<file path="src/rtl/slave_audio_port.sv">
module slave_audio_port #(
  parameter int SYNC_STAGES = 2,
  parameter int MAX_SLOTS   = 64
) (
  input  logic        clk,
  input  logic        rst_n,
  input  logic [1:0]  fmt,
  input  logic [1:0]  wlen,
  input  logic        ser_clk,
  input  logic        lr_sel,
  input  logic        ser_din,
  input  logic [23:0] tx_left,
  input  logic [23:0] tx_right,
  output logic        ser_dout,
  output logic [23:0] rx_left,
  output logic [23:0] rx_right,
  output logic        frame_valid
);
  localparam int DW = 24;
  localparam int AW = $clog2(DW);
  localparam int CW = $clog2(MAX_SLOTS + 1);
  localparam int IW = CW + 2;

  // synchronizers of equal depth keep select and data aligned to the bit clock
  logic [SYNC_STAGES-1:0] clk_sr, lr_sr, din_sr;
  logic sclk_s, lr_s, din_s, sclk_q, fall_d;
  logic rise, fall;

  always_ff @(posedge clk or negedge rst_n) begin
    if (!rst_n) begin
      clk_sr <= '0;
      lr_sr  <= '0;
      din_sr <= '0;
      sclk_q <= 1'b0;
      fall_d <= 1'b0;
    end else begin
      clk_sr <= {clk_sr[SYNC_STAGES-2:0], ser_clk};
      lr_sr  <= {lr_sr[SYNC_STAGES-2:0], lr_sel};
      din_sr <= {din_sr[SYNC_STAGES-2:0], ser_din};
      sclk_q <= sclk_s;
      fall_d <= fall;
    end
  end

  assign sclk_s = clk_sr[SYNC_STAGES-1];
  assign lr_s   = lr_sr[SYNC_STAGES-1];
  assign din_s  = din_sr[SYNC_STAGES-1];
  assign rise   = sclk_s & ~sclk_q;
  assign fall   = ~sclk_s & sclk_q;

  logic fmt_i2s, fmt_lsb;
  assign fmt_i2s = (fmt == 2'd0) || (fmt == 2'd3);
  assign fmt_lsb = (fmt == 2'd2);

  logic [CW-1:0] wl_n;
  always_comb begin
    case (wlen)
      2'd0:    wl_n = CW'(16);
      2'd1:    wl_n = CW'(18);
      2'd2:    wl_n = CW'(20);
      default: wl_n = CW'(24);
    endcase
  end

  logic [DW:0]   one_sh;
  logic [DW-1:0] wmask;
  assign one_sh = (DW+1)'(1) << wl_n;
  assign wmask  = one_sh[DW-1:0] - DW'(1);

  // ---------------- receive ----------------
  logic          ws_a, ws_b, locked, left_ok;
  logic [1:0]    rx_prim;
  logic [CW-1:0] rx_cnt;
  logic [DW-1:0] rx_sr, hold_left, rx_word;
  logic          rx_chan, rx_pchan, rx_bnd;

  // I2S runs one slot behind the select line, so its channel view is the delayed one
  assign rx_chan  = fmt_i2s ? ws_a : lr_s;
  assign rx_pchan = fmt_i2s ? ws_b : ws_a;
  assign rx_bnd   = (rx_prim == 2'd2) && (rx_chan != rx_pchan);
  assign rx_word  = rx_sr & wmask;

  always_ff @(posedge clk or negedge rst_n) begin
    if (!rst_n) begin
      ws_a        <= 1'b0;
      ws_b        <= 1'b0;
      rx_prim     <= 2'd0;
      locked      <= 1'b0;
      left_ok     <= 1'b0;
      rx_cnt      <= '0;
      rx_sr       <= '0;
      hold_left   <= '0;
      rx_left     <= '0;
      rx_right    <= '0;
      frame_valid <= 1'b0;
    end else begin
      frame_valid <= 1'b0;
      if (rise) begin
        ws_a <= lr_s;
        ws_b <= ws_a;
        if (rx_prim != 2'd2) rx_prim <= rx_prim + 2'd1;
        if (rx_bnd) begin
          if (locked) begin
            if (!rx_pchan) begin
              hold_left <= rx_word;
              left_ok   <= 1'b1;
            end else if (left_ok) begin
              rx_left     <= hold_left;
              rx_right    <= rx_word;
              frame_valid <= 1'b1;
            end
          end
          locked <= 1'b1;
          rx_sr  <= {{(DW-1){1'b0}}, din_s};
          rx_cnt <= CW'(1);
        end else if (fmt_lsb || (rx_cnt < wl_n)) begin
          rx_sr <= {rx_sr[DW-2:0], din_s};
          if (rx_cnt != '1) rx_cnt <= rx_cnt + CW'(1);
        end
      end
    end
  end

  // ---------------- transmit ----------------
  logic          wsf_q, wsf_qq, tseen, n_ok;
  logic [1:0]    tx_prim;
  logic [CW-1:0] t_q, n_q, t_n, n_n;
  logic [DW-1:0] word_q, word_n;
  logic          tx_chan, tx_pchan, tx_chg, nok_n, bit_n;
  logic signed [IW-1:0] idx;

  always_comb begin
    tx_chan  = fmt_i2s ? wsf_q  : lr_s;
    tx_pchan = fmt_i2s ? wsf_qq : wsf_q;
    tx_chg   = (tx_prim == 2'd2) && (tx_chan != tx_pchan);
    t_n      = tx_chg ? '0 : ((t_q != '1) ? t_q + CW'(1) : t_q);
    n_n      = tx_chg ? t_q + CW'(1) : n_q;
    nok_n    = tx_chg ? tseen : n_ok;
    word_n   = tx_chg ? ((tx_chan ? tx_right : tx_left) & wmask) : word_q;
    idx      = fmt_lsb ? ($signed({2'b00, n_n}) - $signed({2'b00, t_n}) - IW'(1))
                       : ($signed({2'b00, wl_n}) - $signed({2'b00, t_n}) - IW'(1));
    bit_n    = !idx[IW-1] && (idx < $signed({2'b00, wl_n})) &&
               (!fmt_lsb || nok_n) && word_n[idx[AW-1:0]];
  end

  always_ff @(posedge clk or negedge rst_n) begin
    if (!rst_n) begin
      wsf_q    <= 1'b0;
      wsf_qq   <= 1'b0;
      tx_prim  <= 2'd0;
      tseen    <= 1'b0;
      n_ok     <= 1'b0;
      t_q      <= '0;
      n_q      <= '0;
      word_q   <= '0;
      ser_dout <= 1'b0;
    end else if (fall_d) begin
      wsf_q  <= lr_s;
      wsf_qq <= wsf_q;
      if (tx_prim != 2'd2) tx_prim <= tx_prim + 2'd1;
      if (tx_chg) tseen <= 1'b1;
      t_q      <= t_n;
      n_q      <= n_n;
      n_ok     <= nok_n;
      word_q   <= word_n;
      ser_dout <= bit_n;
    end
  end

  AST_FV_SINGLE: assert property (@(posedge clk) disable iff (!rst_n)
    frame_valid |=> !frame_valid);
  AST_FV_AFTER_EDGE: assert property (@(posedge clk) disable iff (!rst_n)
    frame_valid |-> $past(rise));
  AST_RX_HOLD: assert property (@(posedge clk) disable iff (!rst_n)
    !frame_valid |-> ($stable(rx_left) && $stable(rx_right)));
  AST_RX_WIDTH: assert property (@(posedge clk) disable iff (!rst_n)
    ((rx_left | rx_right) & ~wmask) == '0);
  AST_TX_LOW_PHASE: assert property (@(posedge clk) disable iff (!rst_n)
    !$stable(ser_dout) |-> !sclk_s);
endmodule

</file>
<file path="config.mk">
export PLATFORM = sky130hd
export DESIGN_NAME = slave_audio_port
export DESIGN_NICKNAME = d
export VERILOG_FILES = /design/src/rtl/slave_audio_port.sv
export SDC_FILE = /design/constraint.sdc
export NUM_CORES = 1
export LEC_CHECK = 0
export BUFFER_PORTS_ARGS = -buffer_cell sky130_fd_sc_hd__buf_2
export CAP_MARGIN = 5
export CORE_AREA = 2 2 136 138
export DETAILED_ROUTE_END_ITERATION = 10
export DIE_AREA = 0 0 138 140
export MAX_ROUTING_LAYER = met4
export REMOVE_ABC_BUFFERS = 1
export SYNTH_ARGS = -nofsm -noshare
export SYNTH_HDL_FRONTEND = slang
export SYNTH_SLANG_ARGS = --single-unit
</file>
<file path="constraint.sdc">
create_clock -name clk -period 11.9 [get_ports clk]
set_input_delay 1.785 -clock clk [delete_from_list [all_inputs] [get_ports clk]]
set_output_delay 1.785 -clock clk [all_outputs]
set_load 0.01 [all_outputs]
</file>
== Yosys cells after proc, flatten, opt, wreduce, memory -nomap -nowiden ==
Index checks and enable logic that the tools add are counted.
Cells by class
  mux-type cells: 24
  equal/unequal tests: 12
  $add $sub $neg: 9
  bitwise logic cells: 7
  reductions and logical operators: 22
  $lt $le $gt $ge: 3
  shift operators: 1
Operators by type and width (number)
  24-bit 2-to-1 mux: 4
  24-bit AND: 2
  7-bit 2-to-1 mux: 6
  1-bit by 7-bit left shift with 24-bit output (first input constant): 1
  24-bit by 1-bit subtractor with 24-bit output (second input constant): 1
  8-bit by 2-bit subtractor with 9-bit output (second input constant): 2
  7-bit by 1-bit adder with 7-bit output (second input constant): 2
  7-bit != test (second input constant): 2
  4-bit one-hot mux with 3 select lines: 1
  1-bit 2-to-1 mux: 11
  2-bit == test (second input constant): 5
  2-bit AND reduction: 5
  9-bit by 8-bit < comparator with 1-bit output: 1
  9-bit 2-to-1 mux: 1
  5-bit by 7-bit subtractor with 8-bit output: 1
  7-bit by 7-bit subtractor with 8-bit output: 1
  7-bit < comparator: 1
  5-bit by 6-bit < comparator with 1-bit output (second input constant): 1
  1-bit binary-select mux with 5-bit select: 1
  1-bit logical AND: 5
  5-bit AND reduction: 1
  2-bit by 1-bit adder with 2-bit output (second input constant): 2
  2-bit zero test: 2
  2-bit != test (second input constant): 2
  other kinds (9): 17
Word-level totals
  output and inout port bits: 50
  register bits: 163
  logic and storage cells: 103
  input port bits: 57

== Longest topological paths before layout ==
Gate-level depths: netlist of run 1.
  depth in word-level cells: 13
  mapped depth: 20
  depth with buffers taken out: 19

== Worst setup path before layout of run 1 ==
No wires, ideal clock.
  path type: in2reg
  start point: in fmt[0]
  end point: reg ser_dout
  setup time: 120 ps
  stages on the path: 17
  slack: 5590 ps
  path buffers: 3
  required time: 11780 ps
  arrival time: 6190 ps
  cells stage by stage: inv_1 -> ha_1 -> mux2i_1 -> mux2i_4 -> buf_6 -> clkbuf_1 -> nand2_1 -> a31oi_1 -> fa_1 -> inv_1 -> ha_1 -> buf_2 -> mux4_1 -> mux4_2 -> nand3_2 -> o221ai_2 -> a31o_1
On the way
  cells in the longest elaborated chain, start to end: 13
  elaborated cells between the ends (all ways): 28
  classes of those cells: add/sub (4); order compare (1); eq/ne (3); mux (10); bitwise (1); reduce/logical (9)
Ends and longest elaborated chain
  start: declaration: line 7  | input logic [1:0] fmt,
  2-bit == test or 2-bit zero test (tied branches): line 52  | assign fmt_i2s = (fmt == 2'd0) || (fmt == 2'd3);
  1-bit logical OR: line 52
  1-bit 2-to-1 mux, on equally long branches: line 133, 134
  1-bit != test: line 135  | tx_chg = (tx_prim == 2'd2) && (tx_chan != tx_pchan);
  1-bit logical AND: line 135
  7-bit 2-to-1 mux, on equally long branches: line 136, 137
  5-bit by 7-bit subtractor with 8-bit output or 7-bit by 7-bit subtractor with 8-bit output (tied branches): line 141, 140
  8-bit by 2-bit subtractor with 9-bit output, on equally long branches: line 141, 140
  9-bit 2-to-1 mux: line 140  | idx = fmt_lsb ? ($signed({2'b00, n_n}) - $signed({2'b00, t_n}) - IW'(1))
  9-bit by 8-bit < comparator with 1-bit output or 1-bit zero test (tied branches): line 142  | bit_n = !idx[IW-1] && (idx < $signed({2'b00, wl_n})) &&
  1-bit logical AND (2 in a row): line 142
  1-bit logical AND (*): line 143  | (!fmt_lsb || nok_n) && word_n[idx[AW-1:0]];
  end signal: assignment: line 166  | ser_dout <= bit_n;
  end: declaration: line 14  | output logic ser_dout,
Every way passes the cells marked *; elsewhere a longest branch is shown, timed or not. The select of a mux whose other input is x is not followed.
A chain may end at the register's enable or synchronous reset.

== Worst setup path after layout of run 1 ==
  start point: in fmt[0]
  end point: reg ser_dout
On the way
  cells in the longest elaborated chain, start to end: 13
  elaborated cells between the ends (all ways): 28
  classes of those cells: add/sub (4); order compare (1); eq/ne (3); mux (10); bitwise (1); reduce/logical (9)
Ends and longest elaborated chain
  2-bit == test or 2-bit zero test (tied branches): line 52
  1-bit logical OR (*): line 52
  1-bit 2-to-1 mux, on equally long branches: line 133, 134
  1-bit != test (*): line 135
  1-bit logical AND (*): line 135
  7-bit 2-to-1 mux (*): line 136  | t_n = tx_chg ? '0 : ((t_q != '1) ? t_q + CW'(1) : t_q);
  named net t_n[0]: line 127  | logic [CW-1:0] t_q, n_q, t_n, n_n;
  5-bit by 7-bit subtractor with 8-bit output or 7-bit by 7-bit subtractor with 8-bit output (tied branches): line 141, 140
  8-bit by 2-bit subtractor with 9-bit output, on equally long branches: line 141, 140
  9-bit 2-to-1 mux (*): line 140
  9-bit by 8-bit < comparator with 1-bit output or 1-bit zero test (tied branches): line 142
  1-bit logical AND (2 in a row): line 142
  1-bit logical AND (*): line 143
Mark *: on every way through the listed nets, which the timed path passes. The rest lies on a longest branch. The select of a mux whose other input is x is not followed.

==> results of run 1 <==
-- metrics by stage --
step           total power (W)  worst slack, ns
2_1_floorplan          0.00143             5.71
3_5_place_dp           0.00162             5.08
4_1_cts                0.00218             5.54
6_report               0.00215             5.57
3_3_place_gp           0.00159             5.29
5_1_grt                0.00230             5.26
-- critical path: stages --
cell      delay [ns]
buf_2           0.07
inv_1           0.03
ha_1            0.42
mux2i_1         0.42
mux2i_4         0.77
nor2_1          0.18
ha_1            0.26
inv_1           0.07
fa_1            0.43
inv_1           0.08
ha_1            0.57
mux4_1          0.65
mux4_2          0.47
nand3_2         0.09
o221ai_2        0.09
a31o_1          0.22
-- state kept, by name, indices dropped and copies added, names as in the netlist, 2 cells and up --
name and cells:
clk_sr 2, hold_left 24, t_q 7, lr_sr 2
rx_cnt 7, rx_prim 2, tx_prim 2, word_q 24
n_q 7, rx_right 24, rx_left 24, rx_sr 24
din_sr 2
-- cell usage in the layout (no fill, tap or decap), types with 7 or more instances in the layout --
| cell type | instances |
|---|---|
| nand3_1 | 18 |
| mux2i_1 | 12 |
| dfrtp_1 | 163 |
| ha_1 | 18 |
| clkbuf_16 | 17 |
| nand2b_1 | 11 |
| buf_2 | 105 |
| mux2_2 | 55 |
| mux4_2 | 10 |
| nor2_1 | 10 |
| mux2_1 | 10 |
| o21ai_0 | 68 |
| nand2_1 | 231 |
| inv_1 | 14 |
| xnor2_1 | 9 |
| a21oi_1 | 7 |
-- worst max path at each step --
stage,endpoint,slack (ns),cells after the start,startpoint
after floorplan,ser_dout,5.71,17,fmt[0]
after global placement,ser_dout,5.29,15,fmt[0]
after detailed placement,ser_dout,5.08,16,fmt[0]
after CTS,ser_dout,5.54,16,fmt[0]
after global routing,ser_dout,5.26,16,fmt[0]
final,ser_dout,5.57,16,fmt[0]
-- where the power goes --
part           internal, W  switching [W]  total [W]  leakage (nW)
registers         0.000657      0.0000750   0.000732          2.18
clock network     0.000309       0.000231   0.000540         0.280
logic             0.000430       0.000452   0.000883          2.17
total              0.00140       0.000758    0.00215          4.63
-- metal layers --
| layer | GRT usage | part of all wire |
|---|---|---|
| met1 | 0.233 | 0.46 |
| met2 | 0.306 | 0.49 |
| met3 | 0.0369 | 0.038 |
| met4 | 0.0569 | 0.0067 |
| met5 | - | 0 |
-- logic make-up (layout without fill, tap and decap cells) --
kind of cell / Yosys count / after routing / synth area share
AND/OR/NAND/NOR: 308 / 308 / 0.165
flip-flops: 163 / 163 / 0.514
AO/OA/AOI/OAI: 116 / 116 / 0.0915
multiplexers: 93 / 93 / 0.153
buffers and inverters: 57 / 158 / 0.0304
adder cells (fa/ha/maj): 19 / 19 / 0.0309
XOR/XNOR: 13 / 13 / 0.0144
-- cell type report --
cell class,count,area [um2],area share
multi-input cells,549,3610,0.393
repair buffers,112,582,0.0632
clock inverters,12,121,0.0132
well taps,229,287,0.0311
flip-flops and latches,163,4080,0.443
inverters,14,52.6,0.00571
clock buffers,20,467,0.0507
==> flow_metrics.tcl, run 1 <==
set metrics [dict create \
    numCtsBuffers 17 \
    min_path_type "reg2reg" \
    p_per_area_nw_per_um2 234 \
    cts.sinks 163 \
    ctsHtreeMaxLevel 4 \
    nets 933 \
    synth.area.top_cells "dfrtp_1 (51%), nand2_1 (11%), mux2_2 (7.8%)" \
    critPathLaunchType "input pin" \
    hold_violations 0 \
    syn_to_final_growth_pct 16.0 \
    num_vias 5839 \
    synthFlopType "dfrtp_1" \
    status "completed" \
    portBuffers 106 \
    fin_area_um2 9200 \
    drt-wirelength-per-cell_um 15.5 \
    cts_root_buf "clkbuf_16" \
    ys_seq_area_frac 0.514 \
    clk_latency_ns 0.42 \
    rsz0062_at_grt "false" \
    postCtsSetupBuffers 0 \
    crit_required_ns 12.20 \
    dp_hpwl_um 11600 \
    cap_violations 0 \
    r2r-start "lr_sr[1]" \
    worst_pin_slew_ns 1.12 \
    vias_per_cell 5.31 \
    postPlaceCellArea_um2 8610 \
    min_from "clk_sr[0]" \
    setup_viol 0 \
    clk_pin_slew_worst_paths_ns 0.06 \
    dieArea_um2 19300 \
    synth_common_cells "nand2_1 (231), dfrtp_1 (163), o21ai_0 (68), mux2_2 (55), clkbuf_1 (38)" \
    layout.filler_cells 1606 \
    fmax_mhz 158 \
    r2r_slack_ns 7.11 \
    synth_top_area_cell "dfrtp_1" \
    grt_util_all_layers 0.186 \
    grt_pass1_wl_um 28700 \
    synth_area_per_cell_um2 10.3 \
    slew_viol_final 0 \
    antenna_found_initial 0 \
    synth_top_cell_area_share 0.514 \
    ys_async_sr_fraction 1.00 \
    dp_cells 1067 \
    cts_tree "yes" \
    slew_headroom 0.254 \
    ys_seq_elements 163 \
    layoutNonFillerInstCount 1099 \
    synth_cell_types 60 \
    fin_crit_ns 6.33 \
    initialDrtViolationCount 287 \
    initial_core_util 0.446 \
    cts.path.max_buffers 2 \
    yosysMostFrequentCell "nand2_1" \
    final_util 0.517 \
    critical_path_class "in2reg" \
    grt_max_degree 88 \
    synth_edf_count 0 \
    ys_warn_count 0 \
    hold-path-endpoint "clk_sr[1]" \
    critPathCaptureType "flip-flop" \
    core_um2 17800 \
    routed_wl_um 17000 \
    cp.arrival_ns 6.63 \
    final_layout_size_suffix_gt1_frac 0.255 \
    r2r-end "ser_dout" \
    fin_skew_ns 0.0114 \
    gp_congestion 0.940 \
    placementRows 49 \
    peakVddDrop_mv 0.154 \
    ant_nets 0 \
    die_y_um 140 \
    io_pins 107 \
    fin_crit_sh 0.532 \
    finalSetupTns_ns 0 \
    firstDrtPassIters 4 \
    cp_max_fo 25 \
    grt_pass1_vias 5889 \
    power.leakage_nw 4.63 \
    holdBufCountCts 0 \
    antennaDiodeCount 0 \
    cts_resized 0 \
    grt-ovfl-total 0 \
    worstHoldPathCells 0 \
    rr_worst_depth 13 \
    syn_inst 769 \
    drc_errors 0 \
    finalHoldWorstSlack_ns 0.349 \
    die_x_um 138 \
    syn_area_um2 7930 \
]
Note: power is estimated with default switching activity, not from simulation.
==> run 2, diff against run 1 <==
Settings changed: PLACE_DENSITY from default to 0.67.
Clock period 11.9 ns to 5.2 ns, I/O delays scaled along.
==> flow_metrics.tcl, run 2 (synthesis gave the netlist of run 1 again) <==
set metrics [dict create \
    die_y_um 140 \
    finalSetupTns_ns 0 \
    r2r_slack_ns 0.82 \
    nets 943 \
    setup_ws_ns 0.643 \
    cp.arrival_ns 4.92 \
    hold_violations 0 \
    grt-ovfl-total 0 \
    ctsHtreeMaxLevel 4 \
    firstDrtPassIters 4 \
    layout.filler_cells 1602 \
    holdBufCountCts 0 \
    crit_required_ns 5.57 \
    routed_wl_um 16800 \
    grt_max_degree 83 \
    cp_max_fo 9 \
    drc_errors 0 \
    fin_crit_ns 4.56 \
    dp_cells 1077 \
    portBuffers 106 \
    die_x_um 138 \
    min_path_type "in2async" \
    critical_path_class "in2reg" \
    rsz0062_at_grt "false" \
    r2r-end "ser_dout" \
    r2r-start "t_q[0]" \
    grt_pass1_vias 5735 \
    layoutNonFillerInstCount 1110 \
    cts_resized 0 \
    final_layout_size_suffix_gt1_frac 0.261 \
    vias_per_cell 5.17 \
    rr_worst_depth 17 \
    preCtsSetupSlack_ns 0.258 \
    fin_skew_ns 0.0111 \
    status "completed" \
    slew_headroom 0.356 \
    slew_viol_final 0 \
    grt_util_all_layers 0.184 \
    num_vias 5742 \
    worstSetupStartpoint "fmt[0]" \
    cap_violations 0 \
    dieArea_um2 19300 \
    cts_root_buf "clkbuf_16" \
    gp_congestion 0.873 \
    clk_pin_slew_worst_paths_ns 0.06 \
    numCtsBuffers 17 \
    critPathCaptureType "flip-flop" \
    final_cell_mix "nand2_1 (231), dfrtp_1 (163), buf_2 (105), o21ai_0 (68), mux2_2 (55)" \
    final_common_cell "nand2_1" \
    peakVddDrop_mv 0.294 \
    syn_to_final_growth_pct 16.6 \
    p_per_area_nw_per_um2 531 \
    core_um2 17800 \
    cts.path.max_buffers 2 \
    power.leakage_nw 4.66 \
    setup_viol 0 \
    postCtsSetupBuffers 0 \
    io_pins 107 \
    placementRows 49 \
    initialDrtViolationCount 305 \
    cts.sinks 163 \
    clk_latency_ns 0.43 \
    initial_core_util 0.446 \
    worst_pin_slew_ns 0.946 \
    fmax_mhz 219 \
    antenna_found_initial 1 \
    cts_tree "yes" \
    final_util 0.520 \
    drt-wirelength-per-cell_um 15.1 \
    ant_nets 0 \
    dp_hpwl_um 11400 \
    critPathLaunchType "input pin" \
    fin_crit_sh 0.876 \
    grt_pass1_wl_um 28300 \
]
run 2: changes by cell type in the layout (fill, tap and decap cells not counted), sizes merged:
cell      delta
inv          +1
clkbuf       -1
clkinv       +1
buf         +10
diode        +1
clkinvlp     -1
run 2: stage by stage:
stage | power (W) | hold slack, ns | instance area, um2
global placement | 0.00367 | 0.333 | 8690
floorplan | 0.00327 | 0.331 | 7740
finish | 0.00491 | 0.347 | 9250
CTS | 0.00495 | 0.349 | 9250
detailed placement | 0.00371 | 0.335 | 8690
global route | 0.00525 | 0.354 | 9250
run 2: worst max-delay path by stage:
stage / endpoint / slack (ns) / depth (start not counted)
finish: ser_dout / 0.64 / 18
global route: ser_dout / 0.29 / 18
CTS: ser_dout / 0.60 / 18
detailed placement: ser_dout / 0.26 / 18
global placement: ser_dout / 0.35 / 19
floorplan: ser_dout / 0.01 / 17
run 2: final cells by class:
class                   instances  area, um2  area share
diodes                          1       2.50    0.000271
clock buffers                  19        433      0.0468
clock inverters                13        126      0.0137
inverters                      14       52.6     0.00568
multi-input cells             549       3610       0.391
flip-flops and latches        163       4080       0.441
well taps                     229        287      0.0310
repair buffers                122        657      0.0710
run 2: critical path: stages:
cell and delay, ns:
buf_2 0.07, inv_1 0.03, ha_1 0.32, mux2i_1 0.27
buf_4 0.17, mux2i_4 0.34, nand2_1 0.09, a31oi_1 0.29
ha_1 0.28, nor2b_1 0.18, o21a_1 0.20, o311ai_1 0.54
nand2_1 0.14, ha_1 0.32, a2111oi_0 0.52, nand3_2 0.14
o221ai_2 0.08, a31o_1 0.16
run 2: power by group:
part	internal (W)	switching (W)	total [W]
Sequential	0.00150	0.000174	0.00168
Clock	0.000667	0.000527	0.00119
Combinational	0.00102	0.00102	0.00204
Total	0.00319	0.00172	0.00491
run 2: routing by layer:
| layer | share of wire | wire, um | vias to the layer above | track usage |
|---|---|---|---|---|
| met5 | 0 | 0 | - | - |
| met4 | 0.017 | 286 | 0 | 0.0580 |
| met3 | 0.034 | 577 | 16 | 0.0356 |
| met2 | 0.47 | 7890 | 95 | 0.293 |
| met1 | 0.48 | 8040 | 2792 | 0.242 |
| li1 | - | - | 2839 | - |
